### src/rtl/skew_pkg.sv
// Shared types and decode helpers for the skew clock generator.
// Assumes three-level signals encoded 00=L, 01=M, 10=H, with 11 folded to M.
package skew_pkg;

    typedef enum logic [1:0] {
        MD_SKEW = 2'd0,
        MD_DIV2 = 2'd1,
        MD_DIV4 = 2'd2,
        MD_INV  = 2'd3
    } pair_mode_e;

    // Fold the illegal level 11 onto M.
    function automatic logic [1:0] lvl(input logic [1:0] d);
        return (d == 2'b11) ? 2'b01 : d;
    endfunction

    // Two-digit code to index 0..8 (first digit weighted by three).
    function automatic logic [3:0] code_idx(input logic [3:0] c);
        return ({2'b00, lvl(c[3:2])} * 4'd3) + {2'b00, lvl(c[1:0])};
    endfunction

endpackage

### src/rtl/skew_timebase.sv
// Base counter modulo N with a two-bit wrap index for divided modes.
// Latches the period selection and all pair codes only at wrap (or in reset),
// so downstream pairs never see a mid-period configuration change.
// Assumes N_LO is the largest period and fits in CW bits.
module skew_timebase
    import skew_pkg::*;
#(
    parameter int N_LO  = 44,
    parameter int N_MID = 26,
    parameter int N_HI  = 16,
    parameter int CW    = 6,
    parameter int PAIRS = 4,
    localparam int CODEW = 4 * PAIRS
) (
    input  logic             clk,
    input  logic             rst_n,
    input  logic [1:0]       freq_sel,
    input  logic [CODEW-1:0] codes_in,
    output logic [CW-1:0]    cnt,
    output logic [1:0]       per,
    output logic [CW-1:0]    n_act,
    output logic [CODEW-1:0] codes_act
);

    logic [CW-1:0] n_sel;

    // Map the three-level select onto a period length.
    always_comb begin
        case (lvl(freq_sel))
            2'b00:   n_sel = CW'(N_LO);
            2'b10:   n_sel = CW'(N_HI);
            default: n_sel = CW'(N_MID);
        endcase
    end

    // Count master cycles, wrap at N and take new settings only at the wrap.
    always_ff @(posedge clk) begin
        if (!rst_n) begin
            cnt       <= '0;
            per       <= '0;
            n_act     <= n_sel;
            codes_act <= codes_in;
        end else if (cnt == n_act - CW'(1)) begin
            cnt       <= '0;
            per       <= per + 2'd1;
            n_act     <= n_sel;
            codes_act <= codes_in;
        end else begin
            cnt <= cnt + CW'(1);
        end
    end


    cnt_range_chk: assert property (@(posedge clk) disable iff (!rst_n)
        cnt < n_act);


    cnt_step_chk: assert property (@(posedge clk) disable iff (!rst_n)
        (cnt != '0) |-> (cnt == $past(cnt) + CW'(1)));


    settings_at_wrap_chk: assert property (@(posedge clk) disable iff (!rst_n)
        (!$stable(n_act) || !$stable(codes_act)) |-> (cnt == '0));

endmodule

### src/rtl/skew_pair.sv
// One output pair: decodes its latched code into a mode and skew, compares
// the shared counter against that phase and registers the result onto both bits.
// KIND 0 = fine skew map, 1 = coarse map with /2 and /4, 2 = coarse map with inversion.
// Assumes |skew| stays well below N so one correction step wraps the phase.
module skew_pair
    import skew_pkg::*;
#(
    parameter int KIND = 0,
    parameter int CW   = 6
) (
    input  logic          clk,
    input  logic          rst_n,
    input  logic [CW-1:0] cnt,
    input  logic [1:0]    per,
    input  logic [CW-1:0] n_act,
    input  logic [3:0]    code,
    input  logic [1:0]    test_lvl,
    input  logic          hold,
    input  logic          hold_pol,
    output logic [1:0]    q
);

    logic [3:0]           idx;
    pair_mode_e           mode;
    logic signed [4:0]    k;
    logic signed [CW+1:0] t;
    logic [CW-1:0]        half;
    logic                 base_hi, zero_hi, val, dis;

    assign idx  = code_idx(code);
    assign half = n_act >> 1;

    if (KIND == 0) begin : g_fine
        // Fine map: one time unit per code step.
        always_comb begin
            mode = MD_SKEW;
            k    = $signed({1'b0, idx}) - 5'sd4;
        end
    end else begin : g_coarse
        // Coarse map: two time units per step, ends pick divide or invert.
        always_comb begin
            k = '0;
            if (idx == 4'd0) begin
                mode = MD_DIV2;
            end else if (idx == 4'd8) begin
                mode = (KIND == 2) ? MD_INV : MD_DIV4;
            end else begin
                mode = MD_SKEW;
                k    = ($signed({1'b0, idx}) - 5'sd4) <<< 1;
            end
        end
    end

    // Phase of this pair: (cnt - k) folded back into 0..N-1.
    always_comb begin
        t = $signed({2'b00, cnt}) - $signed({{(CW-3){k[4]}}, k});
        if (t < 0)
            t = t + $signed({2'b00, n_act});
        else if (t >= $signed({2'b00, n_act}))
            t = t - $signed({2'b00, n_act});
        base_hi = (t[CW-1:0] < half);
        zero_hi = (cnt < half);
    end

    // Select the waveform by mode, then apply disable and hold overrides.
    always_comb begin
        case (mode)
            MD_DIV2: val = ~per[0];
            MD_DIV4: val = ~per[1];
            MD_INV:  val = ~zero_hi;
            default: val = base_hi;
        endcase
        dis = (lvl(test_lvl) == 2'b01) && hold && (idx == 4'd0);
        if (dis)
            val = 1'b0;
        else if ((mode == MD_INV) && hold)
            val = hold_pol;
    end

    // Register the pair so every edge is clean and aligned to the master clock.
    always_ff @(posedge clk) begin
        if (!rst_n)
            q <= 2'b00;
        else
            q <= {2{val}};
    end


    reset_low_chk: assert property (@(posedge clk)
        !rst_n |=> (q == 2'b00));


    dis_low_chk: assert property (@(posedge clk) disable iff (!rst_n)
        ((test_lvl == 2'b01 || test_lvl == 2'b11) && hold && code == 4'b0000) |=> (q == 2'b00));

endmodule

### src/rtl/skew_clk_gen.sv
// Top of the programmable skew clock generator: one shared timebase and
// four output pairs built in a generate loop (two fine, one divider, one invert).
// Assumes N_LO >= N_MID >= N_HI and all periods even.
module skew_clk_gen
    import skew_pkg::*;
#(
    parameter int N_LO  = 44,
    parameter int N_MID = 26,
    parameter int N_HI  = 16
) (
    input  logic       clk,
    input  logic       rst_n,
    input  logic [1:0] freq_sel,
    input  logic [3:0] code_p1,
    input  logic [3:0] code_p2,
    input  logic [3:0] code_p3,
    input  logic [3:0] code_p4,
    input  logic [1:0] test_lvl,
    input  logic       hold,
    input  logic       hold_pol,
    output logic [1:0] q_p1,
    output logic [1:0] q_p2,
    output logic [1:0] q_p3,
    output logic [1:0] q_p4
);

    localparam int PAIRS = 4;
    localparam int CW    = $clog2(N_LO + 1);

    logic [CW-1:0]      cnt, n_act;
    logic [1:0]         per;
    logic [4*PAIRS-1:0] codes_act;
    logic [1:0]         q_arr [PAIRS];

    skew_timebase #(
        .N_LO(N_LO), .N_MID(N_MID), .N_HI(N_HI), .CW(CW), .PAIRS(PAIRS)
    ) u_tb (
        .clk       (clk),
        .rst_n     (rst_n),
        .freq_sel  (freq_sel),
        .codes_in  ({code_p4, code_p3, code_p2, code_p1}),
        .cnt       (cnt),
        .per       (per),
        .n_act     (n_act),
        .codes_act (codes_act)
    );

    for (genvar i = 0; i < PAIRS; i++) begin : g_pair
        localparam int KIND = (i < 2) ? 0 : ((i == 2) ? 1 : 2);
        skew_pair #(.KIND(KIND), .CW(CW)) u_pair (
            .clk      (clk),
            .rst_n    (rst_n),
            .cnt      (cnt),
            .per      (per),
            .n_act    (n_act),
            .code     (codes_act[4*i +: 4]),
            .test_lvl (test_lvl),
            .hold     (hold),
            .hold_pol (hold_pol),
            .q        (q_arr[i])
        );
    end

    assign q_p1 = q_arr[0];
    assign q_p2 = q_arr[1];
    assign q_p3 = q_arr[2];
    assign q_p4 = q_arr[3];

endmodule

### config.mk
export PLATFORM = sky130hd
export DESIGN_NAME = skew_clk_gen
export DESIGN_NICKNAME = d
export VERILOG_FILES = /design/src/rtl/skew_pkg.sv /design/src/rtl/skew_timebase.sv /design/src/rtl/skew_pair.sv /design/src/rtl/skew_clk_gen.sv
export SDC_FILE = /design/constraint.sdc
export NUM_CORES = 1
export LEC_CHECK = 0
export BUFFER_PORTS_ARGS = -buffer_cell sky130_fd_sc_hd__buf_4
export CORE_ASPECT_RATIO = 1.5
export CORE_MARGIN = 4
export CORE_UTILIZATION = 40
export DETAILED_ROUTE_END_ITERATION = 8
export GPL_ROUTABILITY_DRIVEN = 1
export PLACE_DENSITY = 0.54
export SLEW_MARGIN = 20
export SYNTH_ARGS = -nofsm -noshare
export SYNTH_HDL_FRONTEND = slang
export SYNTH_SLANG_ARGS = --single-unit
export TNS_END_PERCENT = 50
### constraint.sdc
create_clock -name clk -period 14.3 [get_ports clk]
set_clock_uncertainty 0.05 [all_clocks]
set_input_delay 1.43 -clock clk [delete_from_list [all_inputs] [get_ports clk]]
set_output_delay 1.43 -clock clk [all_outputs]
set_load 0.02 [all_outputs]
==> results.toml, run 1 <==
[outcome]
status = "complete, no violations"

[critical_path]
end_kind = "register"
cpPeakStageDelay_ps = 580
cpMaxStageDelayCell = "fa_1"
path_common_cell = "ha_1"
cp.required_ps = 14460
startpoint_type = "register"
crit_type = "register to register"
critical_path.max_fanout = 7
critPathArrivalTime_ps = 6640

[global_route]
gr-usage-met1_pct = 20.21
met3_usage_pct = 2.014
track_usage_pct = 18.53
gr-max-usage-layer = "met2"
grt_pass1_vias = 4498
grt_use_met2_pct = 35.46
grt_max_degree = 25
grt_pass1_wl_mm = 21.47
gr-total-overflow = 0
antenna_found_initial = 0

[drt]
vias = 4297
drc_errors = 0
ant_nets = 0
first_iter_violations = 159
wl_mm = 13.11
dr.pass1.iters = 4
vias_per_cell = 5.481
wire_per_inst_um = 16.73

[floorplanning]
initial_core_util_pct = 40.73
die-area_um2 = 14580
design.portCount = 32
die_x_um = 99.94
core_um2 = 12450
rows = 50
die_h_um = 145.9

[timing]
hold_ws_ps = 539.1
setup_viol = 0
period_minus_slack_ps = 6485
worstMarginPinSlew_ps = 982.5
slew_headroom_pct = 34.34
rsz0062_at_grt = "no"
fmax_mhz = 154.2
period_share_pct = 45.35
fin_setup_tns_ps = 0
hold_viol_final = 0
report.final.slew_viol_count = 0

[power]
internal_power_uw = 405.6
power_density_nw_per_um2 = 132.7
swShare_pct = 45.29
power_frac_clock_pct = 16.6
ir_drop_mv = 0.07117
power_frac_comb_pct = 68.1
p_seq_share_pct = 15.3
leakage_nw = 2.564
switchingPower_uw = 335.7

[synth]
yosysUniqueCellTypes = 59
synth_area_leaders = "ha_1 (26%), edfxtp_1 (12%), fa_1 (6.3%)"
syn-instance-count = 605
synth_common_cells = "ha_1 (104), nor2_1 (67), inv_1 (63)"
synth_ff_type = "edfxtp_1"
synth_area_um2 = 5071
synth-seq-area-share_pct = 16.58
async_flop_share_pct = 0
synth_warnings = 0
yosys.area.top_type_share_pct = 25.66
syn_avg_cell_area_um2 = 8.382
ys_ff_latch = 32
yosysMostFrequentCell = "ha_1"
synth_largest_area_cell = "ha_1"
syn_nets = 749
synth_edf_count = 20

[clock_network]
clock_sinks = 32
htreeDepth = 2
clockBufferDepth = 2
cts_buffers = 5
hold_buffers = 0
clkLatencyLatePin_ps = 280
cts_tree = "done"
clk_pin_slew_worst_paths_ps = 60
clockRootBuffer = "clkbuf_16"
cts_setup_buffers = 0
cts_resized = 0

[layout]
diodes = 0
layout-area-overhead-vs-synth_pct = 10.19
drive_gt1_share_pct = 8.758
final_util_pct = 44.88
fin_nets = 771
fillers = 1239

[placement]
io_buffer_count = 30
gp_congestion = 0.8374
post-dp-hpwl_mm = 10.57

[min_path]
hold_path.class = "register to register"

[run]
drv_cap = 0
-- routing by layer --
layer,part of all wire (%),wire [um]
met1,40,5244
met2,54,7102
met3,2.0,265
met4,3.8,501
met5,0,0
-- power groups by stage --
stage	Sequential, mW	Combinational [mW]	Clock (mW)
final	0.114	0.505	0.123
after global routing	0.115	0.574	0.128
after CTS	0.114	0.508	0.124
after detailed placement	0.116	0.506	0
after global placement	0.116	0.496	0
after floorplan	0.120	0.389	0
-- sequential cells by signal (all words and copies together), names as in the netlist --
| signal | flops |
|---|---|
| u_tb.n_act | 4 |
| g_pair.u_pair.q | 4 |
| u_tb.cnt | 6 |
| u_tb.per | 2 |
| u_tb.codes_act | 16 |
-- worst max-delay path, delay by kind of cell (launching register included) --
family / cells / cell delay [ps]
XOR/XNOR: 1 / 190
AND/OR/NAND/NOR: 7 / 880
flip-flops: 1 / 410
buffers and inverters: 4 / 380
AO/OA/AOI/OAI: 11 / 2390
adder cells (fa/ha/maj): 7 / 2100
-- area by class of cell --
type | count | area [um2] | share of cell area, %
Inverter | 63 | 236.5 | 4.232
Clock inverter | 2 | 35.03 | 0.6270
Clock buffer | 6 | 128.9 | 2.306
Timing Repair Buffer | 35 | 262.8 | 4.702
Tap cell | 156 | 195.2 | 3.493
Multi-Input combinational cell | 490 | 3889 | 69.59
Sequential cell | 32 | 840.8 | 15.05
-- path summary, 6_finish.rpt --
kind	from	endpoint	slack [ps]	cells after the start
max reg2reg	u_tb.codes_act[14]$_DFFE_PP_	g_pair[3].u_pair.q[0]$_SDFF_PP0_	7820	30
max	u_tb.codes_act[14]$_DFFE_PP_	g_pair[3].u_pair.q[0]$_SDFF_PP0_	7820	30
min	u_tb.cnt[0]$_SDFF_PP0_	u_tb.cnt[0]$_SDFF_PP0_	540	1
min reg2reg	u_tb.cnt[0]$_SDFF_PP0_	u_tb.cnt[0]$_SDFF_PP0_	540	1
-- placed cells by master, fill, tap and decap left out, types with 4 or more instances in the layout --
master / count
o22ai_1: 4
inv_1: 63
o21bai_1: 5
nand2_1: 30
ha_1: 104
nand3b_1: 6
o21ai_0: 27
a21oi_1: 43
a211oi_1: 5
edfxtp_1: 20
fa_1: 16
xor2_1: 21
buf_4: 35
dfxtp_1: 12
a21o_1: 5
nand4b_1: 5
nor3_1: 9
nand4_1: 5
a31oi_1: 5
or2_2: 6
nand3_1: 11
xnor2_1: 26
o211ai_1: 5
nor2b_1: 14
nor2_1: 67
mux2i_1: 4
clkbuf_16: 5
o21a_1: 7
nand2b_1: 16
o31a_1: 5
-- kinds of logic after synthesis --
kind of cell | synth area share, %
xor gates and xnor gates | 8.118
AOI/OAI and AO/OA | 17.96
muxes | 0.7896
and+or+nand+nor | 17.84
DFF | 16.58
adders and majority gates | 31.98
buffers and inverters | 6.736
-- metrics by stage --
| step | setup WS [ps] | power (mW) | instances | area (um2) |
|---|---|---|---|---|
| final | 7815 | 0.7413 | 784 | 5588 |
| after floorplan | 8540 | 0.5090 | 605 | 5071 |
| after CTS | 7720 | 0.7463 | 784 | 5588 |
| after global placement | 7740 | 0.6113 | 776 | 5424 |
| after global routing | 7262 | 0.8175 | 784 | 5588 |
| after detailed placement | 7785 | 0.6216 | 776 | 5424 |
Note: power is estimated with default switching activity, not from simulation.
==> inputs of run 2 (changes only) <==
- PLACE_DENSITY: 0.54 -> 0.57
- clock period: 14.3 -> 5.4 ns (I/O delays scaled with it)
==> results.toml, run 2 (synthesis results as in run 1) <==
[outcome]
status = "finished with violations"
violations = "setup timing"

[critical_path]
cpLargestDelayFamily = "adder cells"
critical_path.max_fanout = 5
crit_type = "register to register"
startpoint_type = "register"
cpPeakStageDelay_ps = 570
critPathArrivalTime_ps = 5590
critPathBufInv = 1
cpMaxStageDelayCell = "fa_2"
cp.required_ps = 5570
end_kind = "register"
path_common_cell = "ha_4"

[clock_network]
cts_buffers = 5
clk_pin_slew_worst_paths_ps = 60
htreeDepth = 2
clock_sinks = 32
cts_tree = "done"
clockRootBuffer = "clkbuf_16"
clockBufferDepth = 2
clkLatencyLatePin_ps = 280
hold_buffers = 0

[layout]
largest_registers = "u_tb.codes_act: 16 flops, u_tb.cnt: 6 flops"
drive_gt1_share_pct = 23.89
final_cell_area_um2 = 6404
fillers = 1184
diodes = 0
layout-area-overhead-vs-synth_pct = 26.28
fin_nets = 842
top_register = "u_tb.codes_act"
mostFrequentLayoutCells = "buf_4 (105), ha_1 (92), nor2_1 (64)"
largest_reg_flops = 16
final_common_cell = "buf_4"

[power]
p_seq_share_pct = 13.3
p_total_mw = 2.256
leakage_nw = 2.943
internal_power_mw = 1.280
ir_drop_mv = 0.2190
swShare_pct = 43.24
switchingPower_uw = 975.6
power_frac_comb_pct = 71.7
power_frac_clock_pct = 15.0
power_density_nw_per_um2 = 352.3

[drt]
drc_errors = 0
wire_per_inst_um = 16.05
vias = 4613
dr.pass1.iters = 5
first_iter_violations = 177
ant_nets = 0
vias_per_cell = 5.395
wl_mm = 13.72

[global_route]
gr-total-overflow = 0
grt_pass1_wl_mm = 22.36
grt_max_degree = 25
grt_pass1_vias = 4796
track_usage_pct = 19.11
antenna_found_initial = 0

[floorplanning]
die-area_um2 = 14580
die_h_um = 145.9
die_x_um = 99.94
rows = 50
core_um2 = 12450
initial_core_util_pct = 40.73
design.portCount = 32

[timing]
worstMarginPinSlew_ps = 1001
rsz0062_at_grt = "yes"
slew_headroom_pct = 33.08
period_share_pct = 100.3
hold_viol_final = 0
fmax_mhz = 184.6
setup_viol = 1
report.final.slew_viol_count = 0
period_minus_slack_ps = 5418
finalWorstSetupSlack_ps = -17.99

[min_path]
hold_path.class = "input pin to register"

[placement]
post-dp-hpwl_mm = 11.12
postPlaceCellArea_um2 = 5934
io_buffer_count = 30
gp_congestion = 0.8495

[run]
drv_cap = 0
run 2: cell types whose count changed in the layout (fill, tap and decap cells not counted), sizes merged:
cell / delta
clkbuf: -1
buf: +71
clkinvlp: +1
run 2: metrics by stage:
stage	utilization [%]	setup WS, ps	setup TNS [ps]	hold WS [ps]	cells
after floorplan	-	-41.85	-41.85	411.2	605
after global placement	47.67	-226.9	-448.7	516.1	833
after detailed placement	47.67	-393.4	-778.4	523.0	833
after CTS	50.84	-127.5	-345.6	373.9	852
after global routing	51.44	-364.2	-1219	370.3	855
final	51.44	-17.99	-17.99	378.9	855
run 2: worst paths after layout:
| check | startpoint | endpoint | slack (ps) | cells after the start |
|---|---|---|---|---|
| setup / recovery | u_tb.codes_act[3]$_DFFE_PP_ | g_pair[0].u_pair.q[0]$_SDFF_PP0_ | -20 | 26 |
| hold / removal | code_p3[1] | u_tb.codes_act[9]$_DFFE_PP_ | 380 | 1 |
| setup reg to reg | u_tb.codes_act[3]$_DFFE_PP_ | g_pair[0].u_pair.q[0]$_SDFF_PP0_ | -20 | 26 |
| hold reg to reg | u_tb.cnt[0]$_SDFF_PP0_ | u_tb.cnt[0]$_SDFF_PP0_ | 540 | 2 |
run 2: timing repair:
action                                  CTS  global route
setup buffers                            11             3
cloned                                    0             0
pin swaps                                33             9
resized for setup                        30            14
endpoints found under the setup margin    4             4
run 2: power groups by stage:
stage | Sequential (mW) | Clock (mW) | Combinational, mW
floorplan | 0.319 | 0 | 1.05
global placement | 0.305 | 0 | 1.46
detailed placement | 0.305 | 0 | 1.50
CTS | 0.300 | 0.345 | 1.60
global route | 0.303 | 0.356 | 1.83
finish | 0.300 | 0.338 | 1.62
run 2: final cells by class:
type	instances	area, um2	share of cell area, %
clock buffers	5	125.1	1.954
clock inverters	3	42.54	0.6643
inverters	63	236.5	3.693
multi-input cells	490	4164	65.03
flip-flops and latches	32	840.8	13.13
well taps	156	195.2	3.048
repair buffers	106	799.5	12.49
run 2: worst register-to-register path, cell delays in order, from the launching register on:
cell and delay [ps]:
edfxtp_1 390, or2_4 270, ha_4 270, ha_4 110, inv_2 30, fa_2 570
ha_4 220, ha_4 210, o21a_1 100, o31a_1 120, o21ai_1 120, nand2_1 100
xnor2_2 240, ha_4 250, and2b_2 180, a221o_1 350, a2111o_1 370, nor2_1 120
nor2_1 50, a21oi_1 160, ha_1 250, a21o_1 190, a21oi_2 120, nor2b_1 60
o21ai_1 120, nor4bb_2 200, o21a_1 150
run 2: layer usage:
metal / vias to the layer above / global-route usage [%] / share of wire [%]
met5: - / 0 / 0
met4: 0 / 8.681 / 4.2
met1: 2174 / 21.04 / 39
met3: 32 / 1.918 / 2.6
met2: 99 / 35.83 / 54
li1: 2308 / - / -
